$ cat config.mk
export PLATFORM = sky130hd
export DESIGN_NAME = wp_guard
export DESIGN_NICKNAME = d
export VERILOG_FILES = /design/src/rtl/wp_pkg.sv /design/src/rtl/wp_cfg_hold.sv /design/src/rtl/wp_range_cmp.sv /design/src/rtl/wp_resp_stage.sv /design/src/rtl/wp_guard.sv
export SDC_FILE = /design/constraint.sdc
export NUM_CORES = 1
export LEC_CHECK = 0
export CORE_ASPECT_RATIO = 0.75
export CORE_MARGIN = 5
export CORE_UTILIZATION = 42
export DETAILED_ROUTE_END_ITERATION = 8
export GPL_TIMING_DRIVEN = 0
export PLACE_DENSITY_LB_ADDON = 0.1
export SETUP_SLACK_MARGIN = 0.02
export SYNTH_ARGS = -nofsm -noshare
export SYNTH_HDL_FRONTEND = slang
export SYNTH_SLANG_ARGS = --single-unit
$ cat constraint.sdc
create_clock -name clk -period 1.5 [get_ports clk]
set_input_delay 0.225 -clock clk [delete_from_list [all_inputs] [get_ports clk]]
set_output_delay 0.225 -clock clk [all_outputs]
set_load 0.02 [all_outputs]
$ cat src/rtl/wp_pkg.sv
package wp_pkg;
  localparam int unsigned WP_ADDR_W = 11;
  localparam int unsigned WP_DATA_W = 8;
  localparam int unsigned WP_SEL_W  = 2;
  localparam int unsigned WP_GRAN_W = 4;
  localparam int unsigned WP_FLAG_BIT = 2;
  localparam int unsigned WP_OFS_LSB  = 4;

  typedef enum logic {TXN_IDLE = 1'b0, TXN_OPEN = 1'b1} txn_state_e;
endpackage

$ cat src/rtl/wp_cfg_hold.sv
module wp_cfg_hold #(
  parameter int unsigned SEL_W = 2,
  parameter int unsigned CFG_W = 8
) (
  input  logic             clk,
  input  logic             rst_n,
  input  logic             txn_open,
  input  logic             txn_close,
  input  logic [SEL_W-1:0] sel_in,
  input  logic             arm_in,
  input  logic             wc_in,
  input  logic [CFG_W-1:0] cfg_in,
  output logic             open_q,
  output logic [SEL_W-1:0] sel_q,
  output logic             arm_q,
  output logic             wc_q,
  output logic [CFG_W-1:0] cfg_q
);
  import wp_pkg::*;

  txn_state_e state_q;

  always_ff @(posedge clk) begin
    if (!rst_n) begin
      state_q <= TXN_IDLE;
      sel_q   <= '0;
      arm_q   <= 1'b0;
      wc_q    <= 1'b0;
      cfg_q   <= '0;
    end else if (txn_open) begin
      state_q <= TXN_OPEN;
      sel_q   <= sel_in;
      arm_q   <= arm_in;
      wc_q    <= wc_in;
      cfg_q   <= cfg_in;
    end else if (txn_close) begin
      state_q <= TXN_IDLE;
    end
  end

  assign open_q = (state_q == TXN_OPEN);

  // captured configuration is frozen between open and close
  assert_cfg_frozen_R6: assert property (@(posedge clk) disable iff (!rst_n)
    (open_q && !txn_open) |=> ($stable(sel_q) && $stable(arm_q) && $stable(wc_q) && $stable(cfg_q)));
endmodule

$ cat src/rtl/wp_range_cmp.sv
module wp_range_cmp #(
  parameter int unsigned ADDR_W   = 11,
  parameter int unsigned SEL_W    = 2,
  parameter int unsigned GRAN_W   = 4,
  parameter int unsigned CFG_W    = 8,
  parameter int unsigned FLAG_BIT = 2,
  parameter int unsigned OFS_LSB  = 4,
  parameter bit          HAS_WC   = 1'b1
) (
  input  logic [ADDR_W-1:0] addr,
  input  logic [SEL_W-1:0]  sel,
  input  logic              arm,
  input  logic              wc,
  input  logic [CFG_W-1:0]  cfg,
  output logic              hw_inhibit,
  output logic              allow
);
  localparam int unsigned BLK_W = ADDR_W - 1 - SEL_W;
  localparam int unsigned OFS_W = BLK_W - GRAN_W;

  logic [OFS_W-1:0]  offset;
  logic [ADDR_W-1:0] start_addr;
  logic              armed;
  logic              is_ctrl;
  logic              in_range;

  assign offset     = cfg[OFS_LSB +: OFS_W];
  assign start_addr = {1'b1, sel, offset, {GRAN_W{1'b0}}};
  assign armed      = arm & cfg[FLAG_BIT];
  assign is_ctrl    = &addr;
  assign in_range   = (addr >= start_addr);

  generate
    if (HAS_WC) begin : g_wc
      assign hw_inhibit = wc;
    end else begin : g_no_wc
      logic unused_wc;
      assign unused_wc  = wc;
      assign hw_inhibit = 1'b0;
    end
  endgenerate

  always_comb begin
    if (hw_inhibit)                       allow = 1'b0;
    else if (armed && in_range && !is_ctrl) allow = 1'b0;
    else                                  allow = 1'b1;
  end
endmodule

$ cat src/rtl/wp_resp_stage.sv
module wp_resp_stage #(
  parameter int unsigned ADDR_W = 11,
  parameter int unsigned DATA_W = 8
) (
  input  logic              clk,
  input  logic              rst_n,
  input  logic              in_valid,
  output logic              in_ready,
  input  logic [ADDR_W-1:0] in_addr,
  input  logic [DATA_W-1:0] in_data,
  input  logic              in_allow,
  output logic              out_valid,
  input  logic              out_ready,
  output logic [ADDR_W-1:0] out_addr,
  output logic [DATA_W-1:0] out_data,
  output logic              out_allow
);
  assign in_ready = !out_valid || out_ready;

  always_ff @(posedge clk) begin
    if (!rst_n) begin
      out_valid <= 1'b0;
      out_addr  <= '0;
      out_data  <= '0;
      out_allow <= 1'b0;
    end else if (in_ready) begin
      out_valid <= in_valid;
      if (in_valid) begin
        out_addr  <= in_addr;
        out_data  <= in_data;
        out_allow <= in_allow;
      end
    end
  end

  // a stalled result stays put
  assert_res_hold_R8: assert property (@(posedge clk) disable iff (!rst_n)
    (out_valid && !out_ready) |=> (out_valid && $stable(out_addr) && $stable(out_data) && $stable(out_allow)));
endmodule

$ cat src/rtl/wp_guard.sv
module wp_guard #(
  parameter int unsigned ADDR_W   = wp_pkg::WP_ADDR_W,
  parameter int unsigned DATA_W   = wp_pkg::WP_DATA_W,
  parameter int unsigned SEL_W    = wp_pkg::WP_SEL_W,
  parameter int unsigned GRAN_W   = wp_pkg::WP_GRAN_W,
  parameter int unsigned FLAG_BIT = wp_pkg::WP_FLAG_BIT,
  parameter int unsigned OFS_LSB  = wp_pkg::WP_OFS_LSB,
  parameter bit          HAS_WC   = 1'b1
) (
  input  logic              clk,
  input  logic              rst_n,
  input  logic [SEL_W-1:0]  sel_blk,
  input  logic              arm_pin,
  input  logic              wc_pin,
  input  logic [DATA_W-1:0] ctrl_byte,
  input  logic              txn_open,
  input  logic              txn_close,
  input  logic              wr_valid,
  output logic              wr_ready,
  input  logic [ADDR_W-1:0] wr_addr,
  input  logic [DATA_W-1:0] wr_data,
  output logic              res_valid,
  input  logic              res_ready,
  output logic [ADDR_W-1:0] res_addr,
  output logic [DATA_W-1:0] res_data,
  output logic              res_allow
);
  logic              open_q;
  logic [SEL_W-1:0]  sel_q;
  logic              arm_q;
  logic              wc_q;
  logic [DATA_W-1:0] cfg_q;
  logic              hw_inh;
  logic              cmp_allow;
  logic              stage_ready;
  logic              take;

  wp_cfg_hold #(.SEL_W(SEL_W), .CFG_W(DATA_W)) u_hold (
    .clk(clk), .rst_n(rst_n), .txn_open(txn_open), .txn_close(txn_close),
    .sel_in(sel_blk), .arm_in(arm_pin), .wc_in(wc_pin), .cfg_in(ctrl_byte),
    .open_q(open_q), .sel_q(sel_q), .arm_q(arm_q), .wc_q(wc_q), .cfg_q(cfg_q)
  );

  wp_range_cmp #(
    .ADDR_W(ADDR_W), .SEL_W(SEL_W), .GRAN_W(GRAN_W), .CFG_W(DATA_W),
    .FLAG_BIT(FLAG_BIT), .OFS_LSB(OFS_LSB), .HAS_WC(HAS_WC)
  ) u_cmp (
    .addr(wr_addr), .sel(sel_q), .arm(arm_q), .wc(wc_q), .cfg(cfg_q),
    .hw_inhibit(hw_inh), .allow(cmp_allow)
  );

  wp_resp_stage #(.ADDR_W(ADDR_W), .DATA_W(DATA_W)) u_res (
    .clk(clk), .rst_n(rst_n),
    .in_valid(wr_valid && open_q), .in_ready(stage_ready),
    .in_addr(wr_addr), .in_data(wr_data), .in_allow(cmp_allow),
    .out_valid(res_valid), .out_ready(res_ready),
    .out_addr(res_addr), .out_data(res_data), .out_allow(res_allow)
  );

  assign wr_ready = open_q && stage_ready;
  assign take     = wr_valid && wr_ready;

  // no request is taken while idle
  assert_idle_closed_R8: assert property (@(posedge clk) disable iff (!rst_n)
    !open_q |-> !wr_ready);

  // control location passes unless hardware inhibit is on
  assert_ctrl_open_R3: assert property (@(posedge clk) disable iff (!rst_n)
    (take && (&wr_addr) && !hw_inh) |-> cmp_allow);

  // lower half is never refused by the range logic
  assert_low_half_R5: assert property (@(posedge clk) disable iff (!rst_n)
    (take && !wr_addr[ADDR_W-1] && !hw_inh) |-> cmp_allow);

  // with the arm pin captured low nothing but the inhibit refuses
  assert_disarmed_R2: assert property (@(posedge clk) disable iff (!rst_n)
    (take && !arm_q && !hw_inh) |-> cmp_allow);

  // an accepted request shows up as a result on the next cycle
  assert_take_result_R7: assert property (@(posedge clk) disable iff (!rst_n)
    take |=> (res_valid && res_addr == $past(wr_addr)));

  generate
    if (HAS_WC) begin : g_wc_chk
      // inhibit refuses everything
      assert_inhibit_all_R4: assert property (@(posedge clk) disable iff (!rst_n)
        (take && wc_q) |-> !cmp_allow);
    end
  endgenerate
endmodule

==> results.md <==
- Clock Path Buffers: 2
- Pin count of the biggest net entering global routing: 11
- Most numerous cell types in the synthesized netlist: nand2_1 (40), dfxtp_1 (31), a21boi_2 (18), nor2b_1 (10), mux2i_1 (9)
- CTS H-tree lvls: 2
- Most used flip-flop cell after synthesis: dfxtp_1
- Cell breakdown of the critical path: clkdlybuf4s50_1
- Clock share of power: 0.403
- P_sw: 0.0004704 W
- Overall die area: 4747 sq um
- Post-synthesis cell type count: 29
- Compound-cell area share of the yosys netlist: 0.1938
- Setup-failing EPs final: 0
- Global-route wire length before repair: 5513 um
- Slowest stage delay, CP: 0.60 ns
- IO Pins: 59
- Overall via count from detail_route: 1218
- Net total in the final layout: 257
- DIE HEIGHT: 60.93 um
- Post-synthesis average cell area: 9.620 sq um
- Dominant combinational cell family by area after synthesis: simple AND/OR/NAND/NOR gates
- Logic depth of the worst setup path including buffers: 1
- Startpoint of the worst-slack reg-to-reg timing path: u_hold.cfg_q[6]$_SDFFE_PN0P_
- Final routed DRC violation total: 0
- Routability congestion estimate from global placement: 0.8291
- Worst Clk Skew: 0.005114 ns
- Max capacitance violation total: 0
- Number of filler instances in the final layout: 253
- Count of flip-flops with a built-in enable after synthesis: 0
- Least-Margin Pin Slew: 0.3348 ns
- Top fanout value on the critical path: 2
- Unrepaired setup endpoints after global routing: yes
- Final worst-path setup slack: 0.05685 ns
- Detail Placement HPWL: 2688 um
- Clock tree from TritonCTS: built
- Minimum period implied by the final worst setup slack: 1.443 ns
- Count of mapped cells out of synthesis: 151
- First-pass detailed-route iteration total: 4
- Buffering stage count on the worst path with inverters included: 1
- Port Buffer Count: 54
- Combinational group share of total power: 0.170
- Ratio of final minimum period to clock period: 0.9621
- Worst setup slack after placement: -0.3277 ns
- Sequential power share: 0.426
- Crit Reg-Reg Endpoint: u_res.out_allow$_SDFFE_PN0P_
- Via density per instance: 4.776
- Result of the run: finished, final reports clean
- Cell taking the most area after synthesis: dfxtp_1
- Area growth syn-to-layout: 53.57%
- Xor/xnor share of the synthesized area: 0
- Proportion of total power due to net switching: 0.2275
- Fmax: 692.9 MHz
- Total routing usage reported by global routing: 0.1507
- Later-pin clock latency in the skew report: 0.28 ns
- Synthesis Warnings: 0
- Clock slew at the register clock pins of the worst setup and hold paths: 0.07 ns
- Number of inserted diodes: 0
- Worst reg2reg path depth: 7
- Number of failing hold endpoints at the final stage: 0
- Kind of cell adding the most delay to the critical path: buffers and inverters
- Fraction of layout cells with a size suffix above 1: 0.2093
- Number of clock buffers inserted by TritonCTS: 5
- Slowest cell on crit path: clkdlybuf4s50_1
- Initial drt markers: 48
- Post-synthesis adder-cell area fraction: 0.05168
- Overall routed net length: 3347 um
- Launching instance or port of the critical path: u_res.out_addr[9]$_SDFFE_PN0P_
- Register bit total from synthesis: 31
- Clock root buffer: clkbuf_8
- Share of flip-flops with an asynchronous set or reset: 0
- Detail Route Antenna Nets: 0
- Mapped Area: 1453 sq um
- Power Internal: 0.001597 W
- Number of pins exceeding their max-slew limit in the final report: 0
- Slew HR: 0.7768
- Multiplexer share of the synthesized area: 0.06202
- Cell with the most instances after synthesis: nand2_1
- LEAKAGE: 1.100 nW
- Arrival @ worst endpoint: 1.22 ns
- CP Class: reg -> out
- Top cell type's share of synthesized area: 0.4272
- Worst setup SP type: flop
- Floorplan row count: 18
- Number of clock sinks: 31
- Number of antenna violations at the first check in global routing: 0
- Worst setup path end: res_addr[9]
- Number of placed cells counting well taps: 245
- Peak VDD IR: 0.0006249 V
- Final standard cell utilization of the core: 0.6738
- Setup crit end kind: primary output
- Class of the tightest hold or removal check: in -> reg
- Post-Syn Nets: 194
- Pwr dens: 926.9 nW/um^2
- Total overflow reported by the global router: 0
- Final std cells w/o fill: 255
- Area of the placeable core: 3311 sq um
- Vias in the first global route: 1212
- Main area contributors after synthesis: dfxtp_1 (43%), a21boi_2 (14%), nand2_1 (10%), mux2i_1 (6.2%), ha_1 (5.2%)
- Chip width: 77.91 um
- Routed wirelength normalized by instance count: 13.13 um
- Critical Path RT: 1.27 ns
- Sequential-to-total area share from yosys stat: 0.4272
- Worst-case register-to-register setup slack: 0.06 ns
- Effective utilization at floorplan: 0.4388
- Post-CTS Hold Fix Bufs: 0
- Simple-gate portion of the synthesized area: 0.2145
[registers in the layout, indices dropped and copies added, names as in the netlist]
signal,cells
u_hold.sel_q,2
u_hold.cfg_q,5
u_res.out_addr,11
u_res.out_allow,1
u_hold.wc_q,1
u_hold.arm_q,1
u_hold.open_q,1
u_res.out_data,8
u_res.out_valid,1
[cell usage in the layout (no fill, tap or decap), drive strengths merged, types with 2 or more instances in the layout]
| cell type | instances |
|---|---|
| o21ai | 2 |
| dlymetal6s2s | 15 |
| nand3b | 2 |
| dlygate4sd2 | 4 |
| nand4 | 2 |
| ha | 6 |
| nor2b | 10 |
| dfxtp | 31 |
| o21a | 2 |
| clkbuf | 10 |
| a21oi | 2 |
| inv | 6 |
| buf | 7 |
| a21boi | 20 |
| clkdlybuf4s50 | 34 |
| nand2 | 41 |
| mux2i | 9 |
[cell type report]
type	instances	area, sq um	share of cell area
tap	40	50.05	0.02243
clock inverter	2	35.03	0.01570
buffer	8	51.30	0.02299
inverter	6	22.52	0.01010
sequential	31	623.1	0.2793
clock buffer	6	82.58	0.03702
timing repair buffer	56	583.1	0.2614
multi-input combinational	106	783.3	0.3511
[logic make-up after synthesis]
logic type | after synthesis
flops | 31
simple gates | 62
mux | 9
compound gates | 29
buf+inv | 14
fa+ha+maj | 6
[repair_timing]
item / in CTS / in global routing
hold endpoints to repair: 0 / 0
pin swaps: 7 / 1
buffers inserted: 2 / 0
resized for setup: 12 / 16
setup endpoints to repair: 3 / 17
[metal layers]
metal | vias up | wire length [um] | track usage
met1 | 543 | 1560 | 0.1850
met2 | 39 | 1501 | 0.2509
met5 | - | 0 | 0
li1 | 632 | - | -
met4 | 0 | 34 | 0.05783
met3 | 4 | 250 | 0.04896
[tightest hold or removal path, stage by stage]
cell and delay (ns):
dlygate4sd2_1 0.26, nand2_1 0.08, a21boi_2 0.05
[how the worst min path moves through the flow]
stage,cells past startpoint,start,endpoint
after detailed placement,2,u_res.out_addr[0]$_SDFFE_PN0P_,u_res.out_addr[0]$_SDFFE_PN0P_
final,3,wr_addr[4],u_res.out_addr[4]$_SDFFE_PN0P_
after CTS,3,wr_addr[4],u_res.out_addr[4]$_SDFFE_PN0P_
after global placement,2,u_res.out_addr[0]$_SDFFE_PN0P_,u_res.out_addr[0]$_SDFFE_PN0P_
after global routing,3,wr_addr[4],u_res.out_addr[4]$_SDFFE_PN0P_
after floorplan,2,wr_addr[0],u_res.out_addr[0]$_SDFFE_PN0P_
[power by group through the flow]
stage	Clock, W	Combinational (W)	Sequential (W)
6_report	0.000834	0.000352	0.000881
4_1_cts	0.000850	0.000357	0.000883
3_5_place_dp	0	0.000346	0.000900
2_1_floorplan	0	0.000147	0.000923
5_1_grt	0.000887	0.000382	0.000886
3_3_place_gp	0	0.000337	0.000898
[stage by stage]
step           setup TNS (ns)  instance area (sq um)  hold WS [ns]  power, W
6_report                    0                   2231        0.3781  0.002068
5_1_grt              -0.01381                   2231        0.3913  0.002155
4_1_cts             -0.007584                   2198        0.3692  0.002090
3_5_place_dp          -0.6340                   2043        0.4553  0.001246
3_3_place_gp          -0.6076                   2043        0.4455  0.001235
2_1_floorplan               0                   1453        0.3599  0.001070
Note: power is estimated with default switching activity, not from simulation.
